$ cat config.mk
export PLATFORM = sky130hd
export DESIGN_NAME = irq_prioritizer
export DESIGN_NICKNAME = d
export VERILOG_FILES = /design/src/rtl/irqp_pkg.sv /design/src/rtl/irqp_capture.sv /design/src/rtl/irqp_arbiter.sv /design/src/rtl/irqp_mask.sv /design/src/rtl/irq_prioritizer.sv
export SDC_FILE = /design/constraint.sdc
export NUM_CORES = 1
export LEC_CHECK = 0
export BUFFER_PORTS_ARGS = -buffer_cell sky130_fd_sc_hd__buf_2
export CAP_MARGIN = 20
export CORE_MARGIN = 1
export CORE_UTILIZATION = 48
export CTS_CLUSTER_DIAMETER = 120
export DETAILED_ROUTE_END_ITERATION = 8
export PLACE_DENSITY = 0.83
export SYNTH_ARGS = -nofsm -noshare
export SYNTH_HDL_FRONTEND = slang
export SYNTH_SLANG_ARGS = --single-unit
$ cat constraint.sdc
create_clock -name clk -period 1.5 [get_ports clk]
set_input_delay 0.225 -clock clk [delete_from_list [all_inputs] [get_ports clk]]
set_output_delay 0.225 -clock clk [all_outputs]
set_load 0.01 [all_outputs]
$ cat src/rtl/irqp_pkg.sv
package irqp_pkg;

    typedef struct packed {
        logic i_blk;
        logic ui_blk;
    } mask_t;

    localparam int VEC_NMI  = 0;
    localparam int VEC_BRK  = 1;
    localparam int VEC_IRQ0 = 2;

    // Is a source at the given control level open under the mask?
    function automatic logic lvl_open(input logic lvl, input mask_t m);
        return lvl ? !(m.i_blk && m.ui_blk) : !m.i_blk;
    endfunction

endpackage

$ cat src/rtl/irqp_capture.sv
module irqp_capture #(
    parameter int N_IRQ = 8,
    parameter int N_MOD = 8
) (
    input  logic             clk,
    input  logic             rst,
    input  logic [N_IRQ-1:0] irq_req,
    input  logic [N_IRQ-1:0] irq_en,
    input  logic [N_MOD-1:0] mod_req,
    input  logic [N_MOD-1:0] mod_en,
    input  logic             brk_req,
    input  logic             nmi_in,
    input  logic             nmi_clr,
    output logic [N_IRQ-1:0] irq_act,
    output logic [N_MOD-1:0] mod_act,
    output logic             brk_act,
    output logic             nmi_pend
);
    logic nmi_prev;
    logic nmi_rise;

    assign nmi_rise = nmi_in && !nmi_prev;

    always_ff @(posedge clk) begin
        if (rst) begin
            irq_act  <= '0;
            mod_act  <= '0;
            brk_act  <= 1'b0;
            nmi_prev <= 1'b0;
            nmi_pend <= 1'b0;
        end else begin
            irq_act  <= irq_req & irq_en;
            mod_act  <= mod_req & mod_en;
            brk_act  <= brk_req;
            nmi_prev <= nmi_in;
            nmi_pend <= nmi_rise || (nmi_pend && !nmi_clr);
        end
    end
endmodule

$ cat src/rtl/irqp_arbiter.sv
module irqp_arbiter
    import irqp_pkg::*;
#(
    parameter int N_IRQ = 8,
    parameter int N_MOD = 8,
    parameter int VW    = 5
) (
    input  logic [N_IRQ-1:0] irq_act,
    input  logic [N_IRQ-1:0] irq_lvl,
    input  logic [N_MOD-1:0] mod_act,
    input  logic             brk_act,
    input  logic             nmi_pend,
    input  mask_t            mask,
    output logic             win,
    output logic [VW-1:0]    win_vec
);
    localparam int MOD_BASE = VEC_IRQ0 + N_IRQ;

    // Tiers are written lowest priority first; later hits overwrite.
    always_comb begin
        win     = 1'b0;
        win_vec = '0;
        for (int j = N_MOD - 1; j >= 0; j--) begin
            if (mod_act[j] && lvl_open(1'b0, mask)) begin
                win     = 1'b1;
                win_vec = VW'(MOD_BASE + j);
            end
        end
        for (int k = N_IRQ - 1; k >= 0; k--) begin
            if (irq_act[k] && !irq_lvl[k] && lvl_open(1'b0, mask)) begin
                win     = 1'b1;
                win_vec = VW'(VEC_IRQ0 + k);
            end
        end
        if (brk_act) begin
            win     = 1'b1;
            win_vec = VW'(VEC_BRK);
        end
        for (int k = N_IRQ - 1; k >= 0; k--) begin
            if (irq_act[k] && irq_lvl[k] && lvl_open(1'b1, mask)) begin
                win     = 1'b1;
                win_vec = VW'(VEC_IRQ0 + k);
            end
        end
        if (nmi_pend) begin
            win     = 1'b1;
            win_vec = VW'(VEC_NMI);
        end
    end
endmodule

$ cat src/rtl/irqp_mask.sv
module irqp_mask
    import irqp_pkg::*;
(
    input  logic  clk,
    input  logic  rst,
    input  logic  take,
    input  logic  wr,
    input  mask_t wr_val,
    output mask_t mask
);
    always_ff @(posedge clk) begin
        if (rst) begin
            mask.i_blk  <= 1'b1;
            mask.ui_blk <= 1'b0;
        end else if (take) begin
            mask.i_blk  <= 1'b1;
            mask.ui_blk <= 1'b1;
        end else if (wr) begin
            mask <= wr_val;
        end
    end
endmodule

$ cat src/rtl/irq_prioritizer.sv
module irq_prioritizer
    import irqp_pkg::*;
#(
    parameter int N_IRQ = 8,
    parameter int N_MOD = 8,
    parameter int N_SRC = VEC_IRQ0 + N_IRQ + N_MOD,
    parameter int VW    = $clog2(N_SRC)
) (
    input  logic             clk,
    input  logic             rst,
    input  logic [N_IRQ-1:0] irq_req,
    input  logic [N_IRQ-1:0] irq_en,
    input  logic [N_IRQ-1:0] irq_lvl,
    input  logic [N_MOD-1:0] mod_req,
    input  logic [N_MOD-1:0] mod_en,
    input  logic             brk_req,
    input  logic             nmi_in,
    input  logic             ack,
    input  logic             stat_wr,
    input  logic             stat_i,
    input  logic             stat_ui,
    output logic             req_valid,
    output logic [VW-1:0]    req_vec,
    output logic             mask_i,
    output logic             mask_ui,
    output logic [N_IRQ-1:0] irq_clr
);
    logic [N_IRQ-1:0] irq_act;
    logic [N_MOD-1:0] mod_act;
    logic             brk_act;
    logic             nmi_pend;
    logic             take;
    logic             nmi_clr;
    logic             win;
    logic [VW-1:0]    win_vec;
    mask_t            mask;
    mask_t            wr_val;

    assign take    = ack && req_valid;
    assign nmi_clr = take && (req_vec == VW'(VEC_NMI));
    assign wr_val  = '{i_blk: stat_i, ui_blk: stat_ui};
    assign mask_i  = mask.i_blk;
    assign mask_ui = mask.ui_blk;

    irqp_capture #(.N_IRQ(N_IRQ), .N_MOD(N_MOD)) u_capture (
        .clk(clk), .rst(rst),
        .irq_req(irq_req), .irq_en(irq_en),
        .mod_req(mod_req), .mod_en(mod_en),
        .brk_req(brk_req), .nmi_in(nmi_in), .nmi_clr(nmi_clr),
        .irq_act(irq_act), .mod_act(mod_act),
        .brk_act(brk_act), .nmi_pend(nmi_pend)
    );

    irqp_arbiter #(.N_IRQ(N_IRQ), .N_MOD(N_MOD), .VW(VW)) u_arbiter (
        .irq_act(irq_act), .irq_lvl(irq_lvl), .mod_act(mod_act),
        .brk_act(brk_act), .nmi_pend(nmi_pend), .mask(mask),
        .win(win), .win_vec(win_vec)
    );

    irqp_mask u_mask (
        .clk(clk), .rst(rst), .take(take),
        .wr(stat_wr), .wr_val(wr_val), .mask(mask)
    );

    always_ff @(posedge clk) begin
        if (rst) begin
            req_valid <= 1'b0;
            req_vec   <= '0;
            irq_clr   <= '0;
        end else begin
            irq_clr <= '0;
            if (take) begin
                req_valid <= 1'b0;
                for (int k = 0; k < N_IRQ; k++) begin
                    if (req_vec == VW'(VEC_IRQ0 + k)) irq_clr[k] <= 1'b1;
                end
            end else if (!req_valid) begin
                req_valid <= win;
                req_vec   <= win_vec;
            end
        end
    end
endmodule

==> Word-level counts from Yosys, hierarchy flattened <==
Index checks and enable logic that the tools add are counted.
{ "word_totals": {"input_bits": 48, "wordCells": 148, "reg_bits": 35} }
{ "op_classes": {"n_mux": 63, "n_bitwise": 4, "n_eq_ne": 8, "n_reduce_logical": 63} }
{ "ops": {"columns": ["cell", "count"], "rows": [
  ["5-bit two-way mux", 26],
  ["1-bit logical AND", 45],
  ["1-bit two-way mux", 37],
  ["5-bit by 3-bit == test with 1-bit output, second input constant", 4],
  ["8-bit AND", 2],
  ["1-bit zero test", 12],
  ["5-bit by 2-bit == test with 1-bit output, second input constant", 2],
  ["5-bit by 4-bit == test with 1-bit output, second input constant", 2],
  ["5-bit zero test", 1],
  ["2-bit OR reduction", 2],
  ["1-bit inverter", 2],
  ["2-bit AND reduction", 1],
  ["2-bit nonzero test", 1],
  ["1-bit logical OR", 1]
]} }

==> Logic depth before layout (Yosys ltp) <==
{ "depth": {"word_depth": 29, "mapped_depth": 7} }

==> Hierarchy <==
A second synthesis with hierarchy kept.
{ "hier_totals": {"hier_cells": 192, "hier_area_um2": 1631.6} }
{ "by_module_without_submodules": {"columns": ["mod", "area_per_inst_um2", "cells_each", "n_inst"], "rows": [
  ["irqp_capture", 553.0, 58, 1],
  ["irq_prioritizer", 510.5, 46, 1],
  ["irqp_arbiter", 491.7, 80, 1],
  ["irqp_mask", 76.3, 8, 1]
]} }

==> Worst setup path before layout <==
Ideal clock, no wire load.
{ "synth_timing": {"path_type": "register to register", "start": "reg u_mask.mask[1] (netlist name)", "end": "reg req_vec[2]", "path_stages_with_launch": 8, "arrival_time_ns": 1.360, "n_path_buf": 2, "t_required_ns": 1.414, "path_slack_ns": 0.053, "period_less_slack_ns": 1.447, "cell_sequence": "dfxtp_1 -> buf_6 -> and2_4 -> buf_6 -> a21oi_4 -> nor3_1 -> a21bo_1 -> a221oi_2"} }
{ "synth_between": {"elab_chain_len": 27} }
{ "synth_lines": {"columns": ["item", "line_no", "text"], "rows": [
  ["1-bit zero test", "irqp_pkg.sv:14", "return lvl ? !(m.i_blk && m.ui_blk) : !m.i_blk;"],
  ["1-bit logical AND", "irqp_arbiter.sv:24", "if (mod_act[j] && lvl_open(1'b0, mask)) begin"],
  ["5-bit two-way mux (7 in series)", "irqp_arbiter.sv:24", null],
  ["5-bit two-way mux (8 in series)", "irqp_arbiter.sv:30", "if (irq_act[k] && !irq_lvl[k] && lvl_open(1'b0, mask)) begin"],
  ["5-bit two-way mux", "irqp_arbiter.sv:35", "if (brk_act) begin"],
  ["5-bit two-way mux (7 in series)", "irqp_arbiter.sv:40", "if (irq_act[k] && irq_lvl[k] && lvl_open(1'b1, mask)) begin"],
  ["5-bit two-way mux *", "irqp_arbiter.sv:40", null],
  ["5-bit two-way mux *", "irqp_arbiter.sv:45", "if (nmi_pend) begin"],
  ["end signal: assignment", "irq_prioritizer.sv:79", "req_vec <= win_vec;"],
  ["end: declaration", "irq_prioritizer.sv:23", "output logic [VW-1:0] req_vec,"]
]} }
Mark *: on every way between the ends. The rest lies on a longest branch, timed or not.
A chain may end at the register's enable or synchronous reset.

==> Worst setup path in the final report <==
{ "layout_timing": {"start": "reg u_capture.irq_act[3]", "end": "reg req_vec[3]"} }
{ "layout_between": {"elab_chain_len": 16} }
{ "layout_lines": {"columns": ["item", "line_no", "text"], "rows": [
  ["start: declaration", "irqp_capture.sv:14", "output logic [N_IRQ-1:0] irq_act,"],
  ["start signal: assignment", "irqp_capture.sv:32", "irq_act <= irq_req & irq_en;"],
  ["1-bit logical AND (2 in series)", "irqp_arbiter.sv:30", null],
  ["5-bit two-way mux (4 in series)", "irqp_arbiter.sv:30", null],
  ["5-bit two-way mux", "irqp_arbiter.sv:35", null],
  ["5-bit two-way mux (4 in series)", "irqp_arbiter.sv:40", null],
  ["5-bit two-way mux * (4 in series)", "irqp_arbiter.sv:40", null],
  ["5-bit two-way mux *", "irqp_arbiter.sv:45", null]
]} }
Marked as above.

==> summary.txt <==
Status
  • Result of the run: finished clean

Clock tree
  • CTS tree: yes
  • Hold buffer count at cts: 0
  • Clock tree sinks: 35
  • Max H-tree Level: 2
  • Maximum clock path buffer count: 2
  • Clock input transition at the sequential cells of the worst setup and hold paths: about 110 ps
  • Clock buffer count from CTS: 5
  • Worst skew pair latency: around 330 ps
  • Root Buffer: clkbuf_4

Yosys
  • Avg Synthesized Cell Area: 8.606 sq um
  • Post-synth net total: 237
  • Area contributors post-synth: dfxtp_1 (43%), nand2_1 (7.6%), nor2_1 (5.8%)
  • Number of synthesized register bits: 35
  • Top_reg_cell synth: dfxtp_1
  • Post-synthesis cell type with the largest combined area: dfxtp_1
  • Number of synthesized flops with an enable pin: 0
  • Cells after synthesis: ~190
  • Area share of the largest cell type after synthesis: between 40% and 50%
  • Combined area of all synthesized cells: roughly 1600 sq um
  • Fraction of the yosys area taken by sequential cells: between 40% and 50%
  • Number of distinct standard cells referenced by the synthesized netlist: between 50 and 60
  • Share of synthesized registers carrying an async set or reset: 0%
  • Count of warnings emitted by yosys: 0

Timing
  • Final Hold Fails: 0
  • Slew Limit Headroom: about three quarters
  • Final number of setup-violating endpoints: 0
  • Min Clock Period, post-route: approximately 1400 ps
  • Crit path setup slack, layout: between 50 and 60 ps
  • Worst clock skew: 10.73 ps
  • Number of max-slew violations in the final report: 0
  • Period utilisation layout: between 90% and 100%
  • Worst Tran Pin Value: ~350 ps
  • Timing-limited maximum frequency: 689.9 MHz
  • Setup repair after global routing missed its margin: no
  • Tightest hold margin: roughly 84 ps

Global routing
  • Maximum number of pins on one net before global-route repair: 19
  • Initial antenna violation count: 0
  • Grt total ovfl: 0
  • Number of global-route vias before repair: ~1400
  • Overall Global Routing Usage: 21.97%
  • First-pass GRT wire length: 5878 microns

Pwr
  • Pleak: a little over 0.9 nW
  • Final Total Pwr: approximately 0.0018 W
  • IR drop worst, VDD: around 570 uV
  • Power per unit of standard cell area: between 800 and 900 nW/um^2

Critical path
  • Path type of the worst setup path: flip-flop to flip-flop
  • Worst reg-to-reg path cell count: 5
  • Critical path arrival: 1710 ps
  • Required @ worst endpoint: between 1500 and 2000 ps
  • Critical Path Start Type: flip-flop
  • CP Max Fanout: 4
  • Worst Setup End Kind: flip-flop

Drt
  • Vias: ~1600
  • Router iterations before antenna repair: 4
  • Detailed router's first-iteration violation count: 117
  • Routed WL per cell: about 12 microns
  • Post-detailed-route count of antenna-violating nets: 0
  • Number of vias per cell after detailed routing: 5.138
  • Wire length after detailed routing: about 3700 microns
  • DRC Markers: 0

Floorplan
  • Initial standard-cell utilization of the core: roughly 52%
  • Die W: between 60 and 70 microns
  • Row count: 20
  • Die area: around 3600 sq um
  • Core outline area: between 3000 and 4000 sq um
  • Die height: between 60 and 70 microns
  • Top-Level Pins: between 60 and 70

Final layout
  • Post-route cell area: about 2100 sq um
  • Final layout net count: 308
  • Number of fill cells: 274
  • Post-layout instance count excluding filler cells: a little over 300
  • Share of post-route cells with drive strength above 1: between 40 and 50%
  • Diode insertion count for antenna repair: 0
  • Growth of design area from synthesis to finish: 28.69%

Placement
  • Detailed placer's ending HPWL: between 2000 and 3000 microns
  • RePlAce Congestion: 0.8816
  • Setup slack after placement: -2.077 ps
  • Placed insts: 296
  • Total placed instance area: between 1500 and 2000 sq um
  • Port Buffers: 63

Job
  • Max-capacitance violation count: 0

Worst hold path
  • Min-Delay Path Class: input pin to flip-flop
  • Worst hold path depth: 3
==> power breakdown <==
| part | switching (W) | total (W) | internal [W] |
|---|---|---|---|
| sequential | 0.0000316 | 0.00100 | 0.000971 |
| combinational | 0.000173 | 0.000340 | 0.000168 |
| clock | 0.000311 | 0.000492 | 0.000181 |
==> synth_stat cells (3+ instances only) <==
cell type,n
buf_6,3
nor2b_1,3
a41oi_1,3
nand2_1,33
or2b_2,3
nor3_1,7
nor2_1,25
a21oi_1,13
o21ai_0,3
nand3b_1,3
nand2b_1,4
dfxtp_1,35
==> per-layer routing <==
layer  vias to the layer above  wire [microns]  GRT usage (%)
met5                         -               0              0
met4                         0              54          5.648
met3                         8             265          7.576
met2                        67            1839          38.62
met1                       689            1546          25.07
li1                        803               -              -
==> sequential cells by signal, summed over array words and instances, names as in the netlist <==
name / cells
u_mask.mask: 2
u_capture.brk_act: 1
req_valid: 1
irq_clr: 8
u_capture.mod_act: 8
u_capture.irq_act: 8
req_vec: 5
u_capture.nmi_prev: 1
u_capture.nmi_pend: 1
==> per-stage QoR <==
| stage | util [%] | TNS (ps) |
|---|---|---|
| finish | 66.92 | 0 |
| global route | 66.92 | 0 |
| CTS | 65.24 | 0 |
| detailed placement | 63.32 | -2.077 |
| global placement | 63.32 | 0 |
| floorplan | - | 0 |
==> cell type report <==
cell class | instances | area [sq um] | share of cell area [%]
flip-flops and latches | 35 | 713.2 | 34.07
well taps | 44 | 55.05 | 2.630
multi-input cells | 144 | 879.6 | 42.02
repair buffers | 71 | 375.4 | 17.93
clock buffers | 6 | 41.29 | 1.973
clock inverters | 2 | 12.51 | 0.5977
inverters | 3 | 16.27 | 0.7770
==> logic make-up after synthesis <==
kind of cell / share of synthesized area (%)
multiplexers: 0.6154
buffers and inverters: 5.231
flip-flops: 43.08
AND/OR/NAND/NOR: 31.54
AO/OA/AOI/OAI: 19.54
==> layout by cell type (no fill, tap or decap), types with 3 or more instances in the layout <==
master	instances
buf_2	63
nand2_1	33
nor2_1	25
dfxtp_1	25
a21oi_1	12
dfxtp_2	10
buf_4	8
nor3_1	7
clkbuf_4	5
o21ai_0	3
nand2b_1	3
nand3b_1	3
nor2b_1	3
==> final timing paths <==
check | start | end | slack (ps)
hold / removal | irq_en[0] | u_capture.irq_act[0] | 80
setup reg to reg | u_capture.irq_act[3] | req_vec[3] | 50
setup / recovery | u_capture.irq_act[3] | req_vec[3] | 50
hold reg to reg | u_capture.nmi_prev | u_capture.nmi_pend | 490
==> critical path, stage by stage (launching register included) <==
cell,delay [ps]
dfxtp_2,340
or2b_4,220
nor3b_2,230
a41oi_1,130
or3_1,320
a21oi_1,130
==> repair_timing <==
item	4_1_cts	5_1_grt
resized for setup	1	16
endpoints found under the hold margin	0	0
setup endpoints to repair	2	5
pin swaps	0	3
setup buffers	0	1
Power figures use the tool's default switching activity.
